<file path="config.mk">
export PLATFORM = sky130hd
export DESIGN_NAME = can_mode_seq
export DESIGN_NICKNAME = d
export VERILOG_FILES = /design/src/rtl/can_mode_pkg.sv /design/src/rtl/cms_sync.sv /design/src/rtl/cms_srst_hs.sv /design/src/rtl/cms_mode_fsm.sv /design/src/rtl/cms_cfg_regs.sv /design/src/rtl/can_mode_seq.sv
export SDC_FILE = /design/constraint.sdc
export NUM_CORES = 1
export LEC_CHECK = 0
export CAP_MARGIN = 20
export CORE_ASPECT_RATIO = 1.2
export CORE_MARGIN = 4
export CORE_UTILIZATION = 39
export CTS_CLUSTER_DIAMETER = 50
export CTS_CLUSTER_SIZE = 10
export DETAILED_ROUTE_END_ITERATION = 10
export MAX_ROUTING_LAYER = met4
export PLACE_DENSITY = 0.77
export SLEW_MARGIN = 20
export SYNTH_ARGS = -nofsm -noshare
export SYNTH_HDL_FRONTEND = slang
export SYNTH_SLANG_ARGS = --single-unit
export TNS_END_PERCENT = 20
</file>
<file path="constraint.sdc">
create_clock -name clk -period 2.2 [get_ports clk]
set_input_delay 0.44 -clock clk [delete_from_list [all_inputs] [get_ports clk]]
set_output_delay 0.44 -clock clk [all_outputs]
set_load 0.05 [all_outputs]
</file>
<file path="src/rtl/can_mode_pkg.sv">
package can_mode_pkg;
   typedef enum logic [2:0] {
      M_DIS   = 3'd0,
      M_FRZ   = 3'd1,
      M_SYNC  = 3'd2,
      M_NORM  = 3'd3,
      M_FPEND = 3'd4,
      M_LP    = 3'd5
   } mode_e;
endpackage

</file>
<file path="src/rtl/cms_sync.sv">
module cms_sync #(
   parameter int STAGES = 2
) (
   input  logic clk,
   input  logic rst_n,
   input  logic d,
   output logic q
);
   logic [STAGES-1:0] sh;

   for (genvar i = 0; i < STAGES; i++) begin : g_stage
      if (i == 0) begin : g_first
         always_ff @(posedge clk or negedge rst_n)
            if (!rst_n) sh[0] <= 1'b0;
            else        sh[0] <= d;
      end else begin : g_next
         always_ff @(posedge clk or negedge rst_n)
            if (!rst_n) sh[i] <= 1'b0;
            else        sh[i] <= sh[i-1];
      end
   end

   assign q = sh[STAGES-1];
endmodule

</file>
<file path="src/rtl/cms_srst_hs.sv">
module cms_srst_hs (
   input  logic clk,
   input  logic rst_n,
   input  logic req_reg,
   input  logic req_ext,
   input  logic block,
   input  logic ack_s,
   output logic pend,
   output logic accept,
   output logic done
);
   logic pend_q;

   assign accept = (req_reg | req_ext) & ~pend_q & ~block & ~ack_s;
   assign done   = pend_q & ack_s;

   always_ff @(posedge clk or negedge rst_n)
      if (!rst_n)      pend_q <= 1'b0;
      else if (done)   pend_q <= 1'b0;
      else if (accept) pend_q <= 1'b1;

   assign pend = pend_q;
endmodule

</file>
<file path="src/rtl/cms_mode_fsm.sv">
module cms_mode_fsm
   import can_mode_pkg::*;
(
   input  logic  clk,
   input  logic  rst_n,
   input  logic  ctl_wr,
   input  logic  ctl_dis,
   input  logic  ctl_halt,
   input  logic  ctl_frz_en,
   input  logic  srst_done,
   input  logic  srst_busy,
   input  logic  lp_req,
   input  logic  bus_synced,
   input  logic  eng_idle,
   output mode_e mode,
   output logic  halt,
   output logic  frz_en
);
   mode_e mode_q, mode_d;
   logic  halt_q, halt_d, frz_q, frz_d;
   logic  frz_wr, lp_go;

   assign frz_wr = ctl_wr & ctl_halt & ctl_frz_en;
   assign lp_go  = lp_req & ~srst_busy;

   always_comb begin
      mode_d = mode_q;
      if (ctl_wr && ctl_dis) begin
         mode_d = M_DIS;
      end else if (srst_done) begin
         mode_d = (mode_q == M_DIS) ? M_DIS : M_FRZ;
      end else begin
         unique case (mode_q)
            M_DIS:   if (ctl_wr) mode_d = M_FRZ;
            M_FRZ:   if (lp_go) mode_d = M_LP;
                     else if (ctl_wr && !ctl_halt) mode_d = M_SYNC;
            M_SYNC:  if (lp_go) mode_d = M_LP;
                     else if (frz_wr) mode_d = M_FRZ;
                     else if (bus_synced) mode_d = M_NORM;
            M_NORM:  if (lp_go) mode_d = M_LP;
                     else if (frz_wr) mode_d = M_FPEND;
            M_FPEND: if (eng_idle) mode_d = M_FRZ;
            M_LP:    if (!lp_req) mode_d = M_FRZ;
            default: mode_d = M_DIS;
         endcase
      end
   end

   always_comb begin
      halt_d = halt_q;
      frz_d  = frz_q;
      if (mode_d == M_DIS || mode_d == M_FRZ) begin
         halt_d = 1'b1;
         frz_d  = 1'b1;
      end else if (ctl_wr) begin
         halt_d = ctl_halt;
         frz_d  = ctl_frz_en;
      end
   end

   always_ff @(posedge clk or negedge rst_n)
      if (!rst_n) begin
         mode_q <= M_DIS;
         halt_q <= 1'b1;
         frz_q  <= 1'b1;
      end else begin
         mode_q <= mode_d;
         halt_q <= halt_d;
         frz_q  <= frz_d;
      end

   assign mode   = mode_q;
   assign halt   = halt_q;
   assign frz_en = frz_q;
endmodule

</file>
<file path="src/rtl/cms_cfg_regs.sv">
module cms_cfg_regs
   import can_mode_pkg::*;
#(
   parameter int                CLK_W   = 2,
   parameter int                CFG_W   = 16,
   parameter logic [CLK_W-1:0]  CLK_RST = '0
) (
   input  logic             clk,
   input  logic             rst_n,
   input  mode_e            mode,
   input  logic             ctl_wr,
   input  logic [CLK_W-1:0] ctl_clksel,
   input  logic             cfg_wr,
   input  logic [CFG_W-1:0] cfg_wdata,
   input  logic             srst_done,
   output logic [CLK_W-1:0] clksel,
   output logic [CFG_W-1:0] cfg
);
   logic [CLK_W-1:0] clk_q;
   logic [CFG_W-1:0] cfg_r;

   always_ff @(posedge clk or negedge rst_n)
      if (!rst_n)                        clk_q <= CLK_RST;
      else if (ctl_wr && mode == M_DIS)  clk_q <= ctl_clksel;

   always_ff @(posedge clk or negedge rst_n)
      if (!rst_n)                        cfg_r <= '0;
      else if (srst_done)                cfg_r <= '0;
      else if (cfg_wr && mode == M_FRZ)  cfg_r <= cfg_wdata;

   assign clksel = clk_q;
   assign cfg    = cfg_r;
endmodule

</file>
<file path="src/rtl/can_mode_seq.sv">
module can_mode_seq
   import can_mode_pkg::*;
#(
   parameter int                CLK_W       = 2,
   parameter int                CFG_W       = 16,
   parameter int                SYNC_STAGES = 2,
   parameter logic [CLK_W-1:0]  CLK_RST     = '0
) (
   input  logic             clk,
   input  logic             rst_n,
   input  logic             ext_srst,
   input  logic             ctl_wr,
   input  logic             ctl_dis,
   input  logic             ctl_halt,
   input  logic             ctl_frz_en,
   input  logic             ctl_srst,
   input  logic [CLK_W-1:0] ctl_clksel,
   input  logic             cfg_wr,
   input  logic [CFG_W-1:0] cfg_wdata,
   input  logic             lp_req,
   input  logic             core_srst_ack,
   input  logic             bus_synced,
   input  logic             eng_idle,
   output logic             st_dis,
   output logic             st_halt,
   output logic             st_frz_en,
   output logic             st_srst_pend,
   output logic [CLK_W-1:0] st_clksel,
   output logic             st_frz_ack,
   output logic             st_not_rdy,
   output logic [2:0]       st_mode,
   output logic [CFG_W-1:0] cfg_q,
   output logic             core_srst_req,
   output logic             eng_en,
   output logic             tx_force_rec
);
   if (SYNC_STAGES < 2) begin : g_bad_sync
      $error("SYNC_STAGES must be at least 2");
   end
   if (CLK_W < 1 || CFG_W < 1) begin : g_bad_width
      $error("CLK_W and CFG_W must be positive");
   end

   mode_e mode;
   logic  ack_s, pend, accept, done, halt, frz_en;

   cms_sync #(.STAGES(SYNC_STAGES)) u_ack_sync (
      .clk(clk), .rst_n(rst_n), .d(core_srst_ack), .q(ack_s)
   );

   cms_srst_hs u_hs (
      .clk(clk), .rst_n(rst_n),
      .req_reg(ctl_wr & ctl_srst), .req_ext(ext_srst),
      .block(mode == M_LP), .ack_s(ack_s),
      .pend(pend), .accept(accept), .done(done)
   );

   cms_mode_fsm u_fsm (
      .clk(clk), .rst_n(rst_n),
      .ctl_wr(ctl_wr), .ctl_dis(ctl_dis), .ctl_halt(ctl_halt),
      .ctl_frz_en(ctl_frz_en), .srst_done(done),
      .srst_busy(pend | accept), .lp_req(lp_req),
      .bus_synced(bus_synced), .eng_idle(eng_idle),
      .mode(mode), .halt(halt), .frz_en(frz_en)
   );

   cms_cfg_regs #(.CLK_W(CLK_W), .CFG_W(CFG_W), .CLK_RST(CLK_RST)) u_cfg (
      .clk(clk), .rst_n(rst_n), .mode(mode),
      .ctl_wr(ctl_wr), .ctl_clksel(ctl_clksel),
      .cfg_wr(cfg_wr), .cfg_wdata(cfg_wdata), .srst_done(done),
      .clksel(st_clksel), .cfg(cfg_q)
   );

   assign st_mode       = mode;
   assign st_dis        = (mode == M_DIS);
   assign st_halt       = halt;
   assign st_frz_en     = frz_en;
   assign st_srst_pend  = pend;
   assign core_srst_req = pend;
   assign st_frz_ack    = (mode == M_FRZ);
   assign st_not_rdy    = !(mode == M_NORM || mode == M_FPEND);
   assign eng_en        = (mode == M_SYNC || mode == M_NORM || mode == M_FPEND);
   assign tx_force_rec  = !(mode == M_NORM || mode == M_FPEND);
endmodule

</file>
* Word-level counts from Yosys, hierarchy flattened *
Cells that the tools add are included.

word-level totals
  memory bits (writable) = 0
  logic and storage cells = 65
  output and inout bits = 30
  latch bits = 0
  memories kept = 0
  register bits = 26
  bits in read-only memories = 0

operators by class
  equal/unequal tests = 6
  add/sub/neg operators = 0
  divide/modulo/power cells = 0
  multipliers = 0
  shifts and indexed selects = 0
  bitwise logic cells = 14
  mux-type cells = 22
  reductions and logical operators = 15
  order comparisons = 0

operator list
  cell                                                                    number
  3-bit two-way mux                                                       12
  16-bit two-way mux                                                      2
  3-bit case mux with 6 select lines                                      1
  1-bit AND                                                               8
  1-bit two-way mux                                                       7
  3-bit by 1-bit equality test with 1-bit output (second input constant)  2
  3-bit by 2-bit equality test with 1-bit output (second input constant)  2
  3-bit equality test (second input constant)                             2
  3-bit zero test                                                         2
  2-bit nonzero test                                                      3
  1-bit logical AND                                                       4
  1-bit logical OR                                                        4
  1-bit NOT                                                               4
  1-bit zero test                                                         2
  1-bit OR                                                                2

* Depth between registers and ports, before layout *
Gate-level depths: netlist (run 1).

  depth after elaboration = 15
  mapped depth = 7
  depth with buffers taken out = 4

* Modules after synthesis *
A second synthesis (run 1) with hierarchy kept.

second synthesis, totals
  cell total of the unflattened synthesis = 131
  area, all modules = 1436.4 µm²

modules (own cells, without submodules)
  module        area an instance (µm²)  cells an instance  instances
  cms_cfg_regs  888.4                   75                 1
  cms_mode_fsm  346.6                   37                 1
  can_mode_seq  78.8                    11                 1
  cms_srst_hs   72.6                    6                  1
  cms_sync      50.0                    2                  1

* Worst setup path after synthesis (run 1) *
OpenSTA, ideal clock, no wires.

  kind = flip-flop to flip-flop
  start point = reg u_fsm.mode_q[1], in the netlist u_fsm.mode[1]
  end point = reg u_cfg.clk_q[0], in the netlist u_cfg.clksel[0]
  buffers on the path = 1
  required time = 2075 ps
  cell stages (with the launch flop) = 5
  library setup time = 125 ps
  setup slack = -523 ps
  data arrival time = 2598 ps
  path through = dfrtp_1 clkbuf_1 nor3_1 nand2_1 mux2_2

between the ends
  cells in the longest elaborated chain, start to end = 2

RTL lines
  what                    RTL line            RTL
  from (decl)             cms_mode_fsm.sv:19  mode_e mode_q, mode_d;
  from (signal assigned)  cms_mode_fsm.sv:67  mode_q <= mode_d;
  3-bit zero test         -
  via st_dis              can_mode_seq.sv:24  output logic st_dis,
  1-bit logical AND       cms_cfg_regs.sv:24  else if (ctl_wr && mode == M_DIS) clk_q <= ctl_clksel;
  to (signal assigned)    cms_cfg_regs.sv:24
  to (decl)               cms_cfg_regs.sv:19  logic [CLK_W-1:0] clk_q;

The timed path passes the listed nets, and every way through them passes these cells.
A chain may end at the register's enable or synchronous reset.

* Final worst setup path (run 1) *
  start point = reg u_fsm.frz_q, in the netlist u_fsm.frz_en
  end point = out st_frz_en

RTL lines
  what                    RTL line            RTL
  from (decl)             cms_mode_fsm.sv:20  logic halt_q, halt_d, frz_q, frz_d;
  from (signal assigned)  cms_mode_fsm.sv:69  frz_q <= frz_d;
  to (decl)               can_mode_seq.sv:26  output logic st_frz_en,

No word-level cell between the ends.

==> out/metrics.yaml, run 1 <==
clock_network:
  cts_sinks: 26
  cts_setup_buffers: 0
  clk_path_buf_depth: 2
  clk_latency_ns: 0.31
  numCtsBuffers: 3
  cts-root-buf: "clkbuf_4"
  cts_tree: "done"
  clkTransAtPathRegs_ns: 0.13
  cts.htree.levels: 1
  cts_hold_buf: 0
logic_synthesis:
  synth.area.top_cells: "dfrtp_1 (49%), a22o_1 (11%), dfstp_2 (4.3%), nand2_1 (2.7%), buf_4 (2.4%)"
  yosysUniqueCellTypes: 37
  synth-seq-cells: 26
  yosysWarnings: 0
  seq_area_frac_synth_pct: 53.16
  netlist.area_leader.share_pct: 48.88
  synth_fp_nets: 133
  syn_area_um2: 1229
  netlist.top_cell.by_area: "dfrtp_1"
  syn_inst: 102
  postSynthAreaPerCell_um2: 12.05
floorplanning:
  design.core.area_um2: 3055
  die_x_um: 59.24
  start_util_pct: 40.21
  io_pins: 61
  dieHeight_um: 69.49
  num_rows: 22
  dieArea_um2: 4116
grt:
  use_met2_pct: 25.27
  grt.total_usage_pct: 16.06
  busiest_layer: "met2"
  grt_pass1_vias: 1104
  grt_pass1_wl_mm: 5.037
  antenna_found_initial: 0
  grt_util_met3_pct: 2.980
  overflow: 0
  grt_max_degree: 27
  globalRouteMet1Util_pct: 20.83
pwr:
  p_sw_w: 0.001427
  p_comb_share_pct: 63.5
  p_clk_share_pct: 8.0
  vdd_drop_max_mv: 1.055
  swShare_pct: 49.65
  p_seq_share_pct: 28.5
  leakagePower_nw: 0.8297
  internal_power_w: 0.001447
  powerDensity_nw_per_um2: 1516
place:
  dpl_cell_area_um2: 1853
  hpwl_mm: 2.389
  globalplace.congestion: 0.8710
  portBuffers: 60
critical_path:
  required_ns: 1.76
  path_delay_family: "buffers and inverters"
  cp_max_fo: 2
  cp-end-kind: "output port"
  crit_buf_inv: 1
  crit_path_cell_trace: "clkdlybuf4s50_1"
  crit_slowest_cell: "clkdlybuf4s50_1"
  crit_type: "reg2out"
  start_kind: "flop"
  crit_arrival_ns: 1.66
  slowest_delay_ns: 0.80
min_path:
  hp-class: "reg2reg"
sta:
  max_slew.worst_pin.slew_ns: 0.6645
  maxSlewHeadroom_pct: 55.44
  drv_slew: 0
  period_needed_ns: 2.102
  rsz0062_at_grt: "false"
  timing.final.crit_share_pct: 95.57
  finClkSkew_ns: 0.0008050
  setup_viol: 0
  hold_viol_final: 0
  fmax_ghz: 0.4756
route:
  drc: 0
  drt-initial-drc-count: 16
  postRouteAntennaNets: 0
  drtPass1Iterations: 4
  wl_per_cell_um: 15.83
  vias: 1037
  wl_mm: 3.087
  routed_via_density: 5.318
layout:
  area_growth_syn_to_layout_pct: 54.28
  layout_common_cells: "clkdlybuf4s50_1 (52), dfrtp_1 (23), a22o_1 (16), nand2_1 (9)"
  final_area_um2: 1896
  post-route-util_pct: 62.04
  final_common_cell: "clkdlybuf4s50_1"
  finalNetCount: 191
  drive_gt1_share_pct: 15.72
  filler_cell_count: 255
  num_antenna_cells: 0
status:
  status: "finished, final reports clean"
run:
  drv_cap: 0
[routing by layer]
layer / part of all wire (%) / vias to the layer above
met4: 0.32 / 0
met1: 43 / 491
li1: - / 493
met2: 48 / 51
met3: 9.0 / 2
met5: 0 / -
[path summary, 6_finish.rpt]
path | startpoint | endpoint | slack [ns] | cells past startpoint
worst min-delay path | u_ack_sync.sh[0]$_DFF_PN0_ | u_ack_sync.q$_DFF_PN0_ | 0.36 | 0
max in group asynchronous | rst_n | u_fsm.frz_en$_DFFE_PN1P_ | 1.44 | 2
worst max-delay path | u_fsm.frz_en$_DFFE_PN1P_ | st_frz_en | 0.1 | 1
min in group asynchronous | rst_n | u_cfg.cfg[8]$_DFFE_PN0P_ | 0.48 | 2
worst min register to register | u_ack_sync.sh[0]$_DFF_PN0_ | u_ack_sync.q$_DFF_PN0_ | 0.36 | 0
worst max register to register | u_fsm.mode[0]$_DFF_PN0_ | u_cfg.cfg[11]$_DFFE_PN0P_ | 0.37 | 4
[power groups by stage]
stage          Sequential (W)  Combinational (W)  Clock [W]
2_1_floorplan         0.00144           0.000606          0
3_3_place_gp         0.000823            0.00182          0
3_5_place_dp         0.000820            0.00183          0
4_1_cts              0.000820            0.00183   0.000241
5_1_grt              0.000857            0.00190   0.000263
6_report             0.000819            0.00182   0.000230
[sequential cells by signal (all words and copies together) (netlist names)]
signal         flops
u_fsm.halt         1
u_fsm.frz_en       1
u_fsm.mode         3
u_cfg.cfg         16
u_ack_sync.q       1
u_ack_sync.sh      1
u_hs.pend          1
u_cfg.clksel       2
[Yosys cell counts, drive strengths merged]
cell type / count
nand2: 9
nand3b: 1
and2b: 1
mux2: 2
and3: 2
o31ai: 1
o311a: 1
a22o: 16
and3b: 1
mux2i: 1
a21oi: 4
o21ai: 1
buf: 8
nor2b: 1
o211a: 1
nor3: 1
o311ai: 2
a21o: 1
dfstp: 2
a211oi: 1
or4: 1
clkbuf: 1
a22oi: 1
nor2: 4
or2: 1
inv: 1
a21boi: 1
o21a: 1
nand3: 2
a2111oi: 1
dfrtp: 24
nand4b: 1
o211ai: 2
nand2b: 4
[what timing repair did]
| item | in CTS | in global routing |
|---|---|---|
| setup endpoints to repair | 2 | 3 |
| gates cloned | 0 | 0 |
| resized for setup | 2 | 3 |
[cell families after synthesis]
group                  after synthesis  synth area share [%]
AO/OA/AOI/OAI                       34                 24.85
multiplexers                         3                 2.648
buffers and inverters               10                 5.702
AND/OR/NAND/NOR                     29                 13.64
flip-flops                          26                 53.16
[area by class of cell]
class	count	area (um^2)	area share (%)
clock buffers	4	36.28	1.914
inverters	1	3.754	0.1980
multi-input cells	66	515.5	27.19
flip-flops and latches	26	654.4	34.52
well taps	36	45.04	2.376
repair buffers	62	640.6	33.80
[through the flow]
stage	TNS (ns)	instances	power [W]	setup WS (ns)	hold WS (ns)
4_1_cts	0	195	0.002890	0.01023	0.3667
6_report	0	195	0.002875	0.09754	0.3647
3_3_place_gp	0	191	0.002640	0.2181	0.3378
2_1_floorplan	-0.6486	102	0.002045	-0.4997	0.1444
3_5_place_dp	0	191	0.002651	0.1777	0.3356
5_1_grt	0	195	0.003019	0.04300	0.3769
Power figures use the tool's default switching activity.
==> run 2: changes to the inputs <==
--- a/config.mk
+++ b/config.mk
@@ -12,7 +12,6 @@
 export CTS_CLUSTER_DIAMETER = 50
 export CTS_CLUSTER_SIZE = 10
 export DETAILED_ROUTE_END_ITERATION = 10
-export MAX_ROUTING_LAYER = met4
 export PLACE_DENSITY = 0.77
 export SLEW_MARGIN = 20
 export SYNTH_ARGS = -nofsm -noshare
==> run 2 against run 1 <==
Worst setup slack about the same. Final cell count did not move. Register-to-register slack hardly changed. Combinational power is essentially flat. Design area unchanged. Fmax hardly changed. Total power barely moved. Critical path depth stayed put. Wire length down 0.32%. Utilization is the same. Sequential power is essentially flat. Critical endpoint unchanged.
==> out/metrics.yaml, run 2 (synthesis gave the netlist of run 1 again) <==
min_path:
  hold_path_depth: 0
  hp-class: "reg2reg"
status:
  status: "finished, final reports clean"
clock_network:
  cts-root-buf: "clkbuf_4"
  numCtsBuffers: 3
  cts_hold_buf: 0
  cts_tree: "done"
  clk_latency_ns: 0.31
  cts_sinks: 26
  clkTransAtPathRegs_ns: 0.13
  cts.htree.levels: 1
  clk_path_buf_depth: 2
  cts_setup_buffers: 0
pwr:
  total_power_w: 0.002873
  vdd_drop_max_mv: 1.054
  powerDensity_nw_per_um2: 1516
  leakagePower_nw: 0.8297
grt:
  grt_pass1_wl_mm: 5.023
  overflow: 0
  grt.total_usage_pct: 15.60
  antenna_found_initial: 0
  grt_max_degree: 27
  grt_pass1_vias: 1110
route:
  wl_mm: 3.077
  drtPass1Iterations: 4
  routed_via_density: 5.323
  drc: 0
  wl_per_cell_um: 15.78
  vias: 1038
  drt-initial-drc-count: 17
  postRouteAntennaNets: 0
layout:
  area_growth_syn_to_layout_pct: 54.28
  final_area_um2: 1896
  finalNetCount: 191
  drive_gt1_share_pct: 15.72
  post-route-util_pct: 62.04
  num_antenna_cells: 0
  layout_common_cells: "clkdlybuf4s50_1 (52), dfrtp_1 (23), a22o_1 (16), nand2_1 (9)"
  multi_input_area_um2: 515.5
  filler_cell_count: 255
  largest_reg_flops: 16
  final_common_cell: "clkdlybuf4s50_1"
  final-seq-area_um2: 654.4
critical_path:
  crit_path_cell_trace: "clkdlybuf4s50_1"
  crit_slowest_cell: "clkdlybuf4s50_1"
  required_ns: 1.76
  cp-end-kind: "output port"
  crit_type: "reg2out"
  crit_arrival_ns: 1.66
  cp_max_fo: 2
  start_kind: "flop"
  reg2reg_depth: 4
  cp_num_cells: 1
  path_delay_family: "buffers and inverters"
  crit_buf_inv: 1
  slowest_delay_ns: 0.80
sta:
  setup_viol: 0
  maxSlewHeadroom_pct: 55.32
  max_slew.worst_pin.slew_ns: 0.6663
  hold_viol_final: 0
  fmax_ghz: 0.4756
  drv_slew: 0
  timing.final.crit_share_pct: 95.57
  rsz0062_at_grt: "false"
  holdWs_ns: 0.3647
  period_needed_ns: 2.103
  finClkSkew_ns: 0.0007144
place:
  portBuffers: 60
  hpwl_mm: 2.389
  globalplace.congestion: 0.8572
  dpl_cell_area_um2: 1853
floorplanning:
  start_util_pct: 40.21
  die_x_um: 59.24
  io_pins: 61
  design.core.area_um2: 3055
  num_rows: 22
  dieArea_um2: 4116
  dieHeight_um: 69.49
run:
  drv_cap: 0
[run 2: cell counts in the layout (fill, tap and decap cells not counted)]
Identical to the previous run, type by type.
[run 2: cell type report]
| cell class | count | share of cell area [%] |
|---|---|---|
| repair buffers | 62 | 33.80 |
| well taps | 36 | 2.376 |
| inverters | 1 | 0.1980 |
| multi-input cells | 66 | 27.19 |
| clock buffers | 4 | 1.914 |
| flip-flops and latches | 26 | 34.52 |
[run 2: timing repair]
action / in CTS / in global routing
setup endpoints to repair: 2 / 3
cloned: 0 / 0
hold endpoints to repair: 0 / 0
resized for setup: 2 / 3
[run 2: per-stage QoR]
step | cells | setup TNS, ns | setup slack (ns)
2_1_floorplan | 102 | -0.6486 | -0.4997
3_3_place_gp | 191 | 0 | 0.2181
3_5_place_dp | 191 | 0 | 0.1777
4_1_cts | 195 | 0 | 0.01023
5_1_grt | 195 | 0 | 0.04300
6_report | 195 | 0 | 0.09749
[run 2: power breakdown]
part           total, W  internal (W)  switching [W]
logic           0.00182      0.000679        0.00115
clock network  0.000230      0.000101       0.000129
registers      0.000819      0.000667       0.000152
[run 2: worst paths after layout]
kind	start	end	slack [ns]
worst max-delay path	u_fsm.frz_en$_DFFE_PN1P_	st_frz_en	0.1
worst min-delay path	u_ack_sync.sh[0]$_DFF_PN0_	u_ack_sync.q$_DFF_PN0_	0.36
worst max register to register	u_fsm.mode[0]$_DFF_PN0_	u_cfg.cfg[11]$_DFFE_PN0P_	0.37
worst min register to register	u_ack_sync.sh[0]$_DFF_PN0_	u_ack_sync.q$_DFF_PN0_	0.36
max in group asynchronous	rst_n	u_fsm.frz_en$_DFFE_PN1P_	1.44
min in group asynchronous	rst_n	u_cfg.cfg[8]$_DFFE_PN0P_	0.47
[run 2: layer usage]
metal	wire length [um]	share of wire (%)	GRT usage (%)	up-vias
li1	-	-	-	493
met1	1287	42	20.24	489
met2	1477	48	25.39	54
met3	302	9.8	3.538	2
met4	10	0.32	4.534	0
met5	0	0	0	-
==> run 3: changes to the inputs <==
--- a/config.mk
+++ b/config.mk
@@ -5,7 +5,7 @@
 export SDC_FILE = /design/constraint.sdc
 export NUM_CORES = 1
 export LEC_CHECK = 0
-export CAP_MARGIN = 20
+export CAP_MARGIN = 10
 export CORE_ASPECT_RATIO = 1.2
 export CORE_MARGIN = 4
 export CORE_UTILIZATION = 39
==> results of run 3 <==
No change in the layout: final DEF, timing and power equal those of run 2.
